**src/rtl/tof_pkg.sv**
```systemverilog
package tof_pkg;
  // Tick (relative to shot launch) at which the gate of a given shot opens.
  function automatic int unsigned gate_open_at(input int unsigned shot,
                                               input int unsigned base,
                                               input int unsigned tpb);
    return base + shot * tpb;
  endfunction

  // True when a tick falls inside the gate window of the given shot.
  function automatic logic in_gate(input int unsigned tick,
                                   input int unsigned shot,
                                   input int unsigned base,
                                   input int unsigned tpb);
    int unsigned lo;
    lo = gate_open_at(shot, base, tpb);
    return (tick >= lo) && (tick < lo + tpb);
  endfunction
endpackage

```
**src/rtl/tof_sync.sv**
```systemverilog
module tof_sync #(
  parameter int STAGES = 2
) (
  input  logic clk,
  input  logic rst_n,
  input  logic async_in,
  output logic sync_out
);
  logic [STAGES-1:0] chain;

  generate
    for (genvar i = 0; i < STAGES; i++) begin : g_stage
      if (i == 0) begin : g_first
        always_ff @(posedge clk or negedge rst_n)
          if (!rst_n) chain[0] <= 1'b0;
          else        chain[0] <= async_in;
      end else begin : g_next
        always_ff @(posedge clk or negedge rst_n)
          if (!rst_n) chain[i] <= 1'b0;
          else        chain[i] <= chain[i-1];
      end
    end
  endgenerate

  assign sync_out = chain[STAGES-1];
endmodule

```
**src/rtl/tof_shot_timer.sv**
```systemverilog
module tof_shot_timer #(
  parameter int NUM_BINS      = 500,
  parameter int SHOT_PERIOD   = 180000,
  parameter int PULSE_W       = 3,
  parameter int GATE_BASE     = 4,
  parameter int TICKS_PER_BIN = 1
) (
  input  logic                                  clk,
  input  logic                                  rst_n,
  input  logic                                  start,
  output logic                                  running,
  output logic [$clog2(NUM_BINS)-1:0]           shot,
  output logic                                  launch,
  output logic                                  sweep_done,
  output logic                                  laser_trig,
  output logic                                  gate_strobe
);
  localparam int TICK_W = $clog2(SHOT_PERIOD);
  localparam int BIN_W  = $clog2(NUM_BINS);
  localparam logic [TICK_W-1:0] LAST_TICK = TICK_W'(SHOT_PERIOD - 1);
  localparam logic [BIN_W-1:0]  LAST_SHOT = BIN_W'(NUM_BINS - 1);

  generate
    if (GATE_BASE + NUM_BINS * TICKS_PER_BIN >= SHOT_PERIOD) begin : g_bad_span
      $error("last gate must close before the next shot");
    end
    if (GATE_BASE < PULSE_W) begin : g_bad_base
      $error("gate must open after the trigger pulse ends");
    end
  endgenerate

  logic [TICK_W-1:0] tick;
  logic              period_end;

  assign period_end = running && (tick == LAST_TICK);
  assign sweep_done = period_end && (shot == LAST_SHOT);
  assign launch     = !running && start;

  always_ff @(posedge clk or negedge rst_n) begin
    if (!rst_n) begin
      running <= 1'b0;
      tick    <= '0;
      shot    <= '0;
    end else if (launch) begin
      running <= 1'b1;
      tick    <= '0;
      shot    <= '0;
    end else if (running) begin
      if (period_end) begin
        tick <= '0;
        if (sweep_done) running <= 1'b0;
        else            shot    <= shot + 1'b1;
      end else begin
        tick <= tick + 1'b1;
      end
    end
  end

  assign laser_trig  = running && (32'(tick) < PULSE_W);
  assign gate_strobe = running &&
                       tof_pkg::in_gate(32'(tick), 32'(shot), GATE_BASE, TICKS_PER_BIN);

  assert_sweep_forward_R8: assert property (@(posedge clk) disable iff (!rst_n)
    (running && !sweep_done) |=> (running && shot >= $past(shot)));

  assert_gate_clear_of_laser_R3: assert property (@(posedge clk) disable iff (!rst_n)
    !(laser_trig && gate_strobe));

  assert_gate_shut_at_wrap_R3: assert property (@(posedge clk) disable iff (!rst_n)
    period_end |-> !gate_strobe);
endmodule

```
**src/rtl/tof_hit_record.sv**
```systemverilog
module tof_hit_record #(
  parameter int NUM_BINS = 500
) (
  input  logic                        clk,
  input  logic                        rst_n,
  input  logic                        clear,
  input  logic                        sample_hit,
  input  logic [$clog2(NUM_BINS)-1:0] shot,
  input  logic                        sweep_done,
  output logic [$clog2(NUM_BINS)-1:0] range_bin,
  output logic                        no_target,
  output logic                        result_valid
);
  localparam int BIN_W = $clog2(NUM_BINS);

  logic             found;
  logic [BIN_W-1:0] best;

  always_ff @(posedge clk or negedge rst_n) begin
    if (!rst_n) begin
      found <= 1'b0;
      best  <= '0;
    end else if (clear) begin
      found <= 1'b0;
      best  <= '0;
    end else if (sample_hit && !found) begin
      found <= 1'b1;
      best  <= shot;
    end
  end

  always_ff @(posedge clk or negedge rst_n) begin
    if (!rst_n) begin
      range_bin    <= '0;
      no_target    <= 1'b0;
      result_valid <= 1'b0;
    end else begin
      result_valid <= sweep_done;
      if (sweep_done) begin
        range_bin <= found ? best : '0;
        no_target <= !found;
      end
    end
  end

  assert_first_hit_kept_R5: assert property (@(posedge clk) disable iff (!rst_n)
    (found && !clear) |=> (found && best == $past(best)));

  assert_valid_single_R7: assert property (@(posedge clk) disable iff (!rst_n)
    result_valid |=> !result_valid);

  assert_empty_reports_zero_R6: assert property (@(posedge clk) disable iff (!rst_n)
    (result_valid && no_target) |-> (range_bin == '0));
endmodule

```
**src/rtl/tof_range_sweep.sv**
```systemverilog
module tof_range_sweep #(
  parameter int NUM_BINS      = 500,
  parameter int SHOT_PERIOD   = 180000,
  parameter int PULSE_W       = 3,
  parameter int GATE_BASE     = 4,
  parameter int TICKS_PER_BIN = 1,
  parameter int SYNC_STAGES   = 2
) (
  input  logic                        clk,
  input  logic                        rst_n,
  input  logic                        start,
  input  logic                        det_in,
  output logic                        laser_trig,
  output logic                        gate_strobe,
  output logic [$clog2(NUM_BINS)-1:0] range_bin,
  output logic                        no_target,
  output logic                        result_valid
);
  localparam int BIN_W = $clog2(NUM_BINS);

  logic             det_s;
  logic             running;
  logic [BIN_W-1:0] shot;
  logic             launch;
  logic             sweep_done;
  logic             sample_hit;

  tof_sync #(.STAGES(SYNC_STAGES)) u_sync (
    .clk(clk), .rst_n(rst_n), .async_in(det_in), .sync_out(det_s));

  tof_shot_timer #(
    .NUM_BINS(NUM_BINS), .SHOT_PERIOD(SHOT_PERIOD), .PULSE_W(PULSE_W),
    .GATE_BASE(GATE_BASE), .TICKS_PER_BIN(TICKS_PER_BIN)
  ) u_timer (
    .clk(clk), .rst_n(rst_n), .start(start), .running(running), .shot(shot),
    .launch(launch), .sweep_done(sweep_done), .laser_trig(laser_trig),
    .gate_strobe(gate_strobe));

  assign sample_hit = gate_strobe && det_s;

  tof_hit_record #(.NUM_BINS(NUM_BINS)) u_record (
    .clk(clk), .rst_n(rst_n), .clear(launch), .sample_hit(sample_hit),
    .shot(shot), .sweep_done(sweep_done), .range_bin(range_bin),
    .no_target(no_target), .result_valid(result_valid));

  assert_idle_no_fire_R2: assert property (@(posedge clk) disable iff (!rst_n)
    !running |-> (!laser_trig && !gate_strobe));

  assert_valid_after_done_R7: assert property (@(posedge clk) disable iff (!rst_n)
    sweep_done |=> (result_valid && !running));
endmodule

```
**config.mk**
```make
export PLATFORM = sky130hd
export DESIGN_NAME = tof_range_sweep
export DESIGN_NICKNAME = d
export VERILOG_FILES = /design/src/rtl/tof_pkg.sv /design/src/rtl/tof_sync.sv /design/src/rtl/tof_shot_timer.sv /design/src/rtl/tof_hit_record.sv /design/src/rtl/tof_range_sweep.sv
export SDC_FILE = /design/constraint.sdc
export NUM_CORES = 1
export LEC_CHECK = 0
export BUFFER_PORTS_ARGS = -buffer_cell sky130_fd_sc_hd__buf_2
export CAP_MARGIN = 0
export CORE_MARGIN = 2
export CORE_UTILIZATION = 45
export CTS_CLUSTER_DIAMETER = 100
export DETAILED_ROUTE_END_ITERATION = 12
export GPL_TIMING_DRIVEN = 0
export SLEW_MARGIN = 20
export SYNTH_ARGS = -nofsm -noshare
export SYNTH_HDL_FRONTEND = slang
export SYNTH_SLANG_ARGS = --single-unit
```
**constraint.sdc**
```tcl
create_clock -name clk -period 5.8 [get_ports clk]
set_input_delay 0.87 -clock clk [delete_from_list [all_inputs] [get_ports clk]]
set_output_delay 0.87 -clock clk [all_outputs]
set_load 0.01 [all_outputs]
```
# [Word-level counts from Yosys, hierarchy flattened]
# Cells that the tools add are included.
[word_totals] ff_bits=51 input_bits=4
[op_classes] add_sub_neg=4 order_cmp=3 n_eq_ne=3 n_mux=16 n_reduce_logical=14
[op_table] operator="9-bit two-way mux" n=7
[op_table] operator="18-bit two-way mux" n=3
[op_table] operator="32-bit by 1-bit adder with 32-bit output, second input constant" n=1
[op_table] operator="18-bit by 32-bit greater-or-equal comparator with 1-bit output" n=1
[op_table] operator="18-bit by 32-bit less-than comparator with 1-bit output" n=1
[op_table] operator="18-bit by 1-bit adder with 18-bit output, second input constant" n=1
[op_table] operator="18-bit equality test, second input constant" n=1
[op_table] operator="18-bit by 2-bit less-than comparator with 1-bit output, second input constant" n=1
[op_table] operator="3-bit by 9-bit adder with 10-bit output, first input constant" n=1
[op_table] operator="9-bit by 1-bit adder with 9-bit output, second input constant" n=1
[op_table] operator="9-bit equality test, second input constant" n=1
[op_table] operator="1-bit logical AND" n=8
[op_table] operator="1-bit two-way mux" n=6
[op_table] operator="2-bit nonzero test" n=3
[op_table] operator="3-bit AND reduction" n=1
[op_table] operator="1-bit zero test" n=2
[op_table] operator="2-bit inequality test, second input constant" n=1

# [Depth between registers and ports, before layout]
# Gate-level depths: netlist (run 1).
[logic_depth] depth_word=9 ltp_mapped=15

# [Cells and area by module]
# From an unflattened synthesis (run 1), not the netlist that was laid out.
[hier_totals] cells_unflattened=340 area_unflattened_um2=3223.1
[by_module_without_submodules] module="tof_shot_timer" n_inst=1 cells_each=251 area_per_inst_um2=2212.1 seq_area_each_um2=700.7
[by_module_without_submodules] module="tof_hit_record" n_inst=1 cells_each=86 area_per_inst_um2=954.7 seq_area_each_um2=525.5
[by_module_without_submodules] module="tof_sync" n_inst=1 cells_each=2 area_per_inst_um2=50.0 seq_area_each_um2=50.0
[by_module_without_submodules] module="tof_range_sweep" n_inst=1 cells_each=1 area_per_inst_um2=6.3 seq_area_each_um2=0.0

# [Worst setup path before layout (run 1)]
# Ideal clock, no wire load.
[synth_timing] path_kind="reg-to-output" start="register u_timer.shot[2]" end="output gate_strobe" arrival_ns=2.643 required_ns=4.930 slack_ns=2.287 path_stages_with_launch=12 cell_sequence="dfrtp_1 -> ha_1 -> clkbuf_1 -> xor2_1 -> nand3_1 -> o41a_1 -> ha_1 -> a21oi_1 -> nand2_1 -> a211oi_1 -> o31ai_1 -> a21oi_1"
[synth_via] elab_chain_len=5
[synth_rtl] item="start: declaration" line_no="tof_shot_timer.sv:12" rtl="output logic [$clog2(NUM_BINS)-1:0] shot,"
[synth_rtl] item="start signal: assignment" line_no="tof_shot_timer.sv:52" rtl="else shot <= shot + 1'b1;"
[synth_rtl] item="3-bit by 9-bit adder with 10-bit output (*)" line_no="tof_pkg.sv:6" rtl="return base + shot * tpb;"
[synth_rtl] item="32-bit by 1-bit adder with 32-bit output" line_no="tof_pkg.sv:16" rtl="return (tick >= lo) && (tick < lo + tpb);"
[synth_rtl] item="18-bit by 32-bit less-than comparator with 1-bit output" line_no="tof_pkg.sv:16"
[synth_rtl] item="1-bit logical AND (*)" line_no="tof_pkg.sv:16"
[synth_rtl] item="1-bit logical AND (*)" line_no="tof_shot_timer.sv:60" rtl="assign gate_strobe = running &&"
[synth_rtl] item="end: declaration" line_no="tof_range_sweep.sv:14" rtl="output logic gate_strobe,"
# Mark *: on every way between the ends. The rest lies on a longest branch, timed or not.

# [Worst setup path in the final report (run 1)]
# Same ends and word-level chain as after synthesis.

==> results of run 1 <==
registers in the layout, indices dropped and copies added, names as in the netlist, 9 cells and up:
| signal | count |
|---|---|
| u_record.range_bin | 9 |
| u_timer.shot | 9 |
| u_record.best | 9 |
| u_timer.tick | 18 |
cell families after synthesis:
family | share of synthesized area (%)
AO/OA/AOI/OAI | 14.4
AND/OR/NAND/NOR | 24.0
multiplexers | 3.10
adder cells (fa/ha/maj) | 9.70
flip-flops | 39.6
buffers and inverters | 4.58
other | 0.116
XOR/XNOR | 4.62
area by class of cell:
type / instances / area [µm²]
buffer: 17 / 87.6
clock buffer: 5 / 68.8
clock inverter: 3 / 23.8
fill: 698 / 3350
inverter: 16 / 60.1
multi-input combinational: 270 / 1800
sequential: 51 / 1280
tap: 96 / 120
timing repair buffer: 16 / 82.6
final timing paths:
check                                startpoint               endpoint  slack [ps]  cells after the start
worst min-delay path            u_sync.chain[0]        u_sync.sync_out         360                      0
worst min register to register  u_sync.chain[0]        u_sync.sync_out         360                      0
min in group asynchronous                 rst_n       u_timer.tick[13]         570                      1
max in group asynchronous                 rst_n  u_record.range_bin[2]        4800                      1
worst max-delay path            u_timer.shot[2]            gate_strobe        1550                     12
worst max register to register  u_timer.shot[2]       u_record.best[1]        2110                     13
power breakdown:
group | leakage [nW] | total (mW) | internal (mW) | switching, mW
Combinational | 0.836 | 0.291 | 0.130 | 0.162
Clock | 0.0408 | 0.216 | 0.0866 | 0.129
Sequential | 0.652 | 0.501 | 0.413 | 0.0883
Total | 1.53 | 1.01 | 0.629 | 0.379
synthesized netlist by cell type (2+ instances only):
library cell | number | area [µm²]
and4_1 | 4 | 35.0
clkbuf_1 | 10 | 37.5
a31oi_1 | 5 | 31.3
o41ai_1 | 5 | 43.8
nor2_1 | 20 | 75.1
o21ai_0 | 25 | 125
mux2i_1 | 10 | 100
xnor2_1 | 11 | 96.3
xor2_1 | 6 | 52.6
nor3_1 | 9 | 45.0
buf_6 | 2 | 22.5
nand4_1 | 8 | 50.1
or3_1 | 2 | 12.5
o31ai_1 | 9 | 67.6
a211oi_1 | 2 | 15.0
and3_1 | 2 | 12.5
dfrtp_1 | 51 | 1280
a21o_1 | 2 | 15.0
nor3_2 | 2 | 20.0
nand3_1 | 27 | 135
buf_2 | 4 | 20.0
nand2_1 | 50 | 188
a21oi_1 | 12 | 60.1
nor2b_1 | 8 | 50.1
inv_1 | 16 | 60.1
nand2b_1 | 2 | 12.5
ha_1 | 25 | 313
metal layers:
metal	track usage [%]	wire length, µm
met5	0	0
met4	5.37	106
met3	3.36	221
met2	30.7	3120
met1	29.2	3610
worst reg2reg max path, stage by stage, from the launching register on:
cell	delay (ps)
dfrtp_1	460
ha_1	180
clkbuf_1	280
xor2_1	290
nand3_1	200
o41a_1	460
ha_1	320
a21oi_1	130
nand2_1	70
a211oi_1	290
o41ai_1	150
a2111oi_2	380
buf_6	220
mux2i_1	200
cells in the final DEF, fill, tap and decap left out, types with 2 or more instances in the layout:
cell | netlist | final
a21o_1 | 2 | 2
nand2b_1 | 2 | 2
o41ai_1 | 5 | 5
clkinvlp_4 | 0 | 2
o31ai_1 | 9 | 9
a31oi_1 | 5 | 5
and4_1 | 4 | 4
nor3_2 | 2 | 2
and3_1 | 2 | 2
buf_6 | 2 | 2
inv_1 | 16 | 16
xor2_1 | 6 | 6
mux2i_1 | 10 | 10
a211oi_1 | 2 | 2
buf_2 | 4 | 19
or3_1 | 2 | 2
xnor2_1 | 11 | 11
o21ai_0 | 25 | 25
nor3_1 | 9 | 9
nand3_1 | 27 | 27
clkbuf_8 | 0 | 5
nand2_1 | 50 | 50
ha_1 | 25 | 25
dfrtp_1 | 51 | 51
clkbuf_1 | 10 | 10
buf_4 | 1 | 2
a21oi_1 | 12 | 12
nand4_1 | 8 | 8
nor2_1 | 20 | 20
nor2b_1 | 8 | 8
per-stage QoR:
step / setup WS, ps / total power, mW
floorplan: 2290 / 0.713
global placement: 1940 / 0.784
detailed placement: 1900 / 0.797
CTS: 1520 / 1.02
global route: 1190 / 1.10
finish: 1550 / 1.01
==> results.yml, run 1 <==
setup_path:
  crit_family: "compound AO/OA/AOI/OAI gates"
  critPathBufInv: 2
  slowest_stage: "dfrtp_1"
  critPathArrivalTime_ps: 3380
  start_kind: "flip-flop"
  crit_required_ps: 4930
  max_stage_delay_ps: 460
  cp-end-kind: "primary output"
  crit_fanout: 8
  crit_type: "reg -> out"
  path_cells: "ha_1 > clkbuf_1 > xor2_1 > nand3_1 > o41a_1 > ha_1 > a21oi_1 > nand2_1 > a211oi_1 > o31ai_1 > a21oi_1 > buf_2"
logic_synthesis:
  synth_area_per_cell_um2: 9.11
  yosys.cell_types.count: 52
  ys_seq_area_share_pct: 39.6
  ys_warn_count: 0
  synth_edf_count: 0
  syn_area_mm2: 0.00323
  synthFlopType: "dfrtp_1"
  synthArstFlopShare_pct: 100
  synth_cells: 354
  syn-num-nets: 383
  ys_seq_elements: 51
sta:
  tightestPinTransition_ps: 669
  fin_hold_ws_ps: 363
  timing.slew.headroom_pct: 55.1
  rsz0062_at_grt: "false"
  slew_violations: 0
  min_period_ps: 4250
  hold_viol: 0
  clock_skew_ps: 5.02
  fmax_ghz: 0.235
  timing.setup.tns_ps: 0
  setup_violations: 0
  finalCritPeriodShare_pct: 73.2
job:
  max_cap_violations: 0
status:
  outcome: "complete, no violations"
clocking:
  clock-sinks: 51
  post-cts-setup-buffer-count: 0
  cts_buffers: 5
  cts-resized-gates: 0
  root_buffer: "clkbuf_8"
  clkSlewWorstSetupHoldPaths_ps: 100
  clock_latency_ps: 310
  clockBufferDepth: 2
  cts_tree: "yes"
  cts_max_level: 2
  cts_hold_buffers: 0
route:
  drtPass1Iterations: 4
  wl_per_cell_um: 14.9
  finalWirelength_um: 7060
  antenna_left: 0
  vias: 2617
  drc: 0
  initialDrtViolationCount: 177
  via_per_inst: 5.52
power_and_ir_drop:
  ir_drop_mv: 0.145
  powerDensity_mw_per_mm2: 286
  p_leak_nw: 1.53
placed_design:
  place_inst: 466
  portBuffers: 16
  placed_area_mm2: 0.00343
  hpwl_um: 5300
  gp_congestion: 0.779
die:
  start_util_pct: 47.0
  dieHeight_um: 88.7
  dieArea_mm2: 0.00786
  row_count: 30
  ios: 17
  die_x_um: 88.7
  core_mm2: 0.00687
finish:
  final_util_pct: 51.3
  syn2layout_area_growth_pct: 9.15
  final_cell_area_mm2: 0.00352
  layout.nets: 406
  fin_cells: 474
  layout-drive-gt1-share_pct: 11.9
  n_antenna_cell: 0
grt:
  grt_pass1_wl_um: 12300
  grt_overflow_total: 0
  grt_pass1_vias: 2500
  grtUsageTotal_pct: 20.0
  grt_antenna_before_repair: 0
  grt_max_degree: 52
min_path:
  hp-class: "reg -> reg"
No activity file was read; power rests on OpenSTA's default activity.
==> run 2, diff against run 1 <==
clock period = 3.9 ns   (was 5.8 ns; I/O delays follow)
==> results.yml, run 2 (synthesis results as in run 1) <==
status:
  outcome: "complete, no violations"
route:
  initialDrtViolationCount: 173
  drc: 0
  drtPass1Iterations: 4
  finalWirelength_um: 7200
  antenna_left: 0
  via_per_inst: 5.46
  vias: 2609
  wl_per_cell_um: 15.1
clocking:
  clock-sinks: 51
  cts_max_level: 2
  clockBufferDepth: 2
  root_buffer: "clkbuf_8"
  clkSlewWorstSetupHoldPaths_ps: 100
  cts_tree: "yes"
  cts_buffers: 5
  clock_latency_ps: 310
sta:
  timing.setup.tns_ps: 0
  finalCritPeriodShare_pct: 93.5
  hold_viol: 0
  slew_violations: 0
  fin_hold_ws_ps: 292
  setup_violations: 0
  tightestPinTransition_ps: 668
  min_period_ps: 3650
  clock_skew_ps: 6.52
  fin_ws_ps: 252
  fmax_ghz: 0.274
  rsz0062_at_grt: "false"
  timing.slew.headroom_pct: 55.1
grt:
  grtUsageTotal_pct: 20.0
  grt_overflow_total: 0
  grt_pass1_wl_um: 12300
  grt_pass1_vias: 2500
  grt_antenna_before_repair: 0
  grt_max_degree: 52
finish:
  n_antenna_cell: 0
  final_common_cell: "nand2_1"
  multi_input_area_mm2: 0.00183
  seq_area_mm2: 0.00128
  syn2layout_area_growth_pct: 11.4
  fin_cells: 478
  layout.nets: 410
  n_fill_cell: 691
  top_register: "u_timer.tick"
  layout-drive-gt1-share_pct: 15.2
  final_cell_mix: "50 x nand2_1, 48 x dfrtp_1, 27 x nand3_1"
  largest_reg_flops: 18
setup_path:
  cp-end-kind: "primary output"
  start_kind: "flip-flop"
  crit_type: "reg -> out"
  max_stage_delay_ps: 460
  crit_fanout: 5
  crit_required_ps: 3310
  crit_family: "compound AO/OA/AOI/OAI gates"
  critPathBufInv: 2
  path_cells: "clkinvlp_4 > ha_1 > nand3_1 > o41a_1 > ha_1 > a21oi_1 > nand2_1 > a211oi_2 > o31ai_1 > a21oi_1 > buf_2"
  slowest_stage: "o41a_1"
  critPathArrivalTime_ps: 3060
placed_design:
  gp_congestion: 0.779
  place_inst: 466
  portBuffers: 16
  post-place-ws_ps: 239
  hpwl_um: 5300
die:
  start_util_pct: 47.0
  die_x_um: 88.7
  dieArea_mm2: 0.00786
  ios: 17
  dieHeight_um: 88.7
  core_mm2: 0.00687
  row_count: 30
job:
  max_cap_violations: 0
power_and_ir_drop:
  ir_drop_mv: 0.215
  p_leak_nw: 1.54
  powerDensity_mw_per_mm2: 419
  finalPower_mw: 1.51
min_path:
  hp-class: "in -> async"
run 2: layout make-up:
class                      count  share of cell area, %
sequential                    51                   35.6
multi-input combinational    270                   51.0
clock buffer                   5                   1.92
inverter                      16                   1.78
clock inverter                 3                  0.662
timing repair buffer          21                   3.34
tap                           96                   3.34
buffer                        16                   2.33
run 2: path summary, 6_finish.rpt:
| path | start | endpoint | slack [ps] | cells after the start |
|---|---|---|---|---|
| worst max register to register | u_timer.shot[2] | u_record.best[1] | 530 | 12 |
| worst min-delay path | rst_n | u_timer.tick[13] | 290 | 1 |
| min in group clk | u_sync.chain[0] | u_sync.sync_out | 360 | 0 |
| max in group asynchronous | rst_n | u_timer.shot[2] | 3140 | 1 |
| worst max-delay path | u_timer.shot[2] | gate_strobe | 250 | 11 |
| worst min register to register | u_sync.chain[0] | u_sync.sync_out | 360 | 0 |
run 2: per-layer routing:
layer | vias up | GRT usage [%] | share of wire (%) | wire length, µm
met4 | 0 | 5.37 | 1.5 | 109
li1 | 1317 | - | - | -
met3 | 10 | 3.36 | 2.9 | 208
met2 | 38 | 30.7 | 45 | 3220
met1 | 1244 | 29.2 | 51 | 3660
met5 | - | 0 | 0 | 0
run 2: report_power, final:
part           switching [mW]  internal [mW]  total, mW
sequential              0.133          0.614      0.747
clock                   0.193          0.129      0.321
combinational           0.244          0.194      0.438
total                   0.569          0.937       1.51
run 2: through the flow:
| step | instance area [µm²] | utilization [%] |
|---|---|---|
| global placement | 3430 | 49.9 |
| floorplan | 3230 | - |
| global route | 3590 | 52.3 |
| finish | 3590 | 52.3 |
| detailed placement | 3430 | 49.9 |
| CTS | 3520 | 51.2 |
run 2: repair_timing:
item,CTS,global route
hold buffers,0,0
endpoints found under the setup margin,1,10
hold endpoints to repair,0,0
resized for setup,0,9
setup buffers,0,5
==> run 3, diff against run 2 <==
CELL_PAD_IN_SITES_DETAIL_PLACEMENT = 0   (was default)
CELL_PAD_IN_SITES_GLOBAL_PLACEMENT = 1   (was default)
CORE_UTILIZATION = 43   (was 45)
PLACE_DENSITY_LB_ADDON = 0.1   (was default)
==> results.yml, run 3 (synthesis results as in run 1) <==
status:
  outcome: "complete, no violations"
sta:
  tightestPinTransition_ps: 657
  timing.setup.tns_ps: 0
  fmax_ghz: 0.276
  finalCritPeriodShare_pct: 93.0
  min_period_ps: 3630
  rsz0062_at_grt: "false"
  fin_ws_ps: 274
  timing.slew.headroom_pct: 55.9
  hold_viol: 0
  clock_skew_ps: 3.98
  fin_hold_ws_ps: 303
  setup_violations: 0
  slew_violations: 0
route:
  via_per_inst: 5.38
  drc: 0
  initialDrtViolationCount: 98
  drtPass1Iterations: 6
  antenna_left: 0
  vias: 2580
  wl_per_cell_um: 15.4
  finalWirelength_um: 7400
grt:
  grt_antenna_before_repair: 0
  grtUsageTotal_pct: 19.1
  grt_pass1_wl_um: 12600
  grt_pass1_vias: 2448
  grt_overflow_total: 0
  grt_max_degree: 52
power_and_ir_drop:
  powerDensity_mw_per_mm2: 448
  p_leak_nw: 1.57
  finalPower_mw: 1.63
  ir_drop_mv: 0.206
setup_path:
  start_kind: "flip-flop"
  critPathArrivalTime_ps: 3040
  path_cells: "clkinvlp_4 > ha_1 > nand3_1 > o41a_1 > ha_1 > a21oi_1 > nand2_1 > a211oi_2 > o31ai_1 > a21oi_1 > buf_2"
  crit_fanout: 6
  slowest_stage: "o41a_1"
  crit_type: "reg -> out"
  max_stage_delay_ps: 460
  cp-end-kind: "primary output"
  crit_required_ps: 3310
die:
  core_mm2: 0.00725
  dieArea_mm2: 0.00821
  ios: 17
  dieHeight_um: 90.6
  start_util_pct: 44.5
  row_count: 31
  die_x_um: 90.6
placed_design:
  gp_congestion: 0.800
  placed_area_mm2: 0.00343
  place_inst: 469
  hpwl_um: 5470
  post-place-ws_ps: 234
  portBuffers: 16
clocking:
  clock-sinks: 51
  clock_latency_ps: 310
  clkSlewWorstSetupHoldPaths_ps: 100
  cts_max_level: 2
  root_buffer: "clkbuf_8"
  clockBufferDepth: 2
  cts_tree: "yes"
  cts_buffers: 5
finish:
  final_cell_mix: "50 x nand2_1, 50 x dfrtp_1, 27 x nand3_1"
  n_antenna_cell: 0
  n_fill_cell: 729
  top_register: "u_timer.tick"
  syn2layout_area_growth_pct: 12.4
  fin_cells: 480
  final_util_pct: 50.0
  layout.nets: 409
  largest_reg_flops: 18
  final_cell_area_mm2: 0.00362
  layout-drive-gt1-share_pct: 14.2
job:
  max_cap_violations: 0
min_path:
  hp-class: "in -> async"
run 3: timing repair:
action,CTS,global route
pin swaps,0,0
setup buffers,0,4
setup endpoints to repair,1,10
hold buffers,0,0
gates resized for setup,0,6
run 3: per-layer routing:
metal / part of all wire, % / wire length, µm / GRT usage, %
met1: 53 / 3900 / 29.2
met2: 43 / 3190 / 28.4
met3: 2.9 / 218 / 2.75
met4: 1.2 / 89 / 5.00
met5: 0 / 0 / 0
run 3: report_power, final:
part	internal [mW]	switching [mW]	leakage, nW	total, mW
logic	0.192	0.248	0.851	0.440
clock network	0.256	0.184	0.0644	0.440
registers	0.614	0.131	0.650	0.745
run 3: area by class of cell:
cell class	count	area [µm²]	share of cell area, %
Multi-Input combinational cell	270	1830	50.4
Sequential cell	51	1280	35.2
Tap cell	99	124	3.42
Timing Repair Buffer	20	113	3.11
Buffer	16	83.8	2.31
Clock buffer	5	68.8	1.90
Clock inverter	3	67.6	1.86
Inverter	16	63.8	1.76
run 3: path summary, 6_finish.rpt:
kind	from	endpoint	slack [ps]	depth (start not counted)
max	u_timer.shot[2]	gate_strobe	270	11
min	rst_n	u_timer.tick[14]	300	1
max reg2reg	u_timer.shot[2]	u_record.best[8]	550	12
min reg2reg	u_sync.chain[0]	u_sync.sync_out	380	0
max in group asynchronous	rst_n	u_timer.shot[2]	3130	1
min in group clk	u_sync.chain[0]	u_sync.sync_out	380	0
run 3: critical path, delay by kind of cell (launching register included):
family | cells | cell delay (ps)
compound gates | 5 | 1060
fa+ha+maj | 2 | 680
flops | 1 | 440
buf+inv | 2 | 310
simple gates | 2 | 250
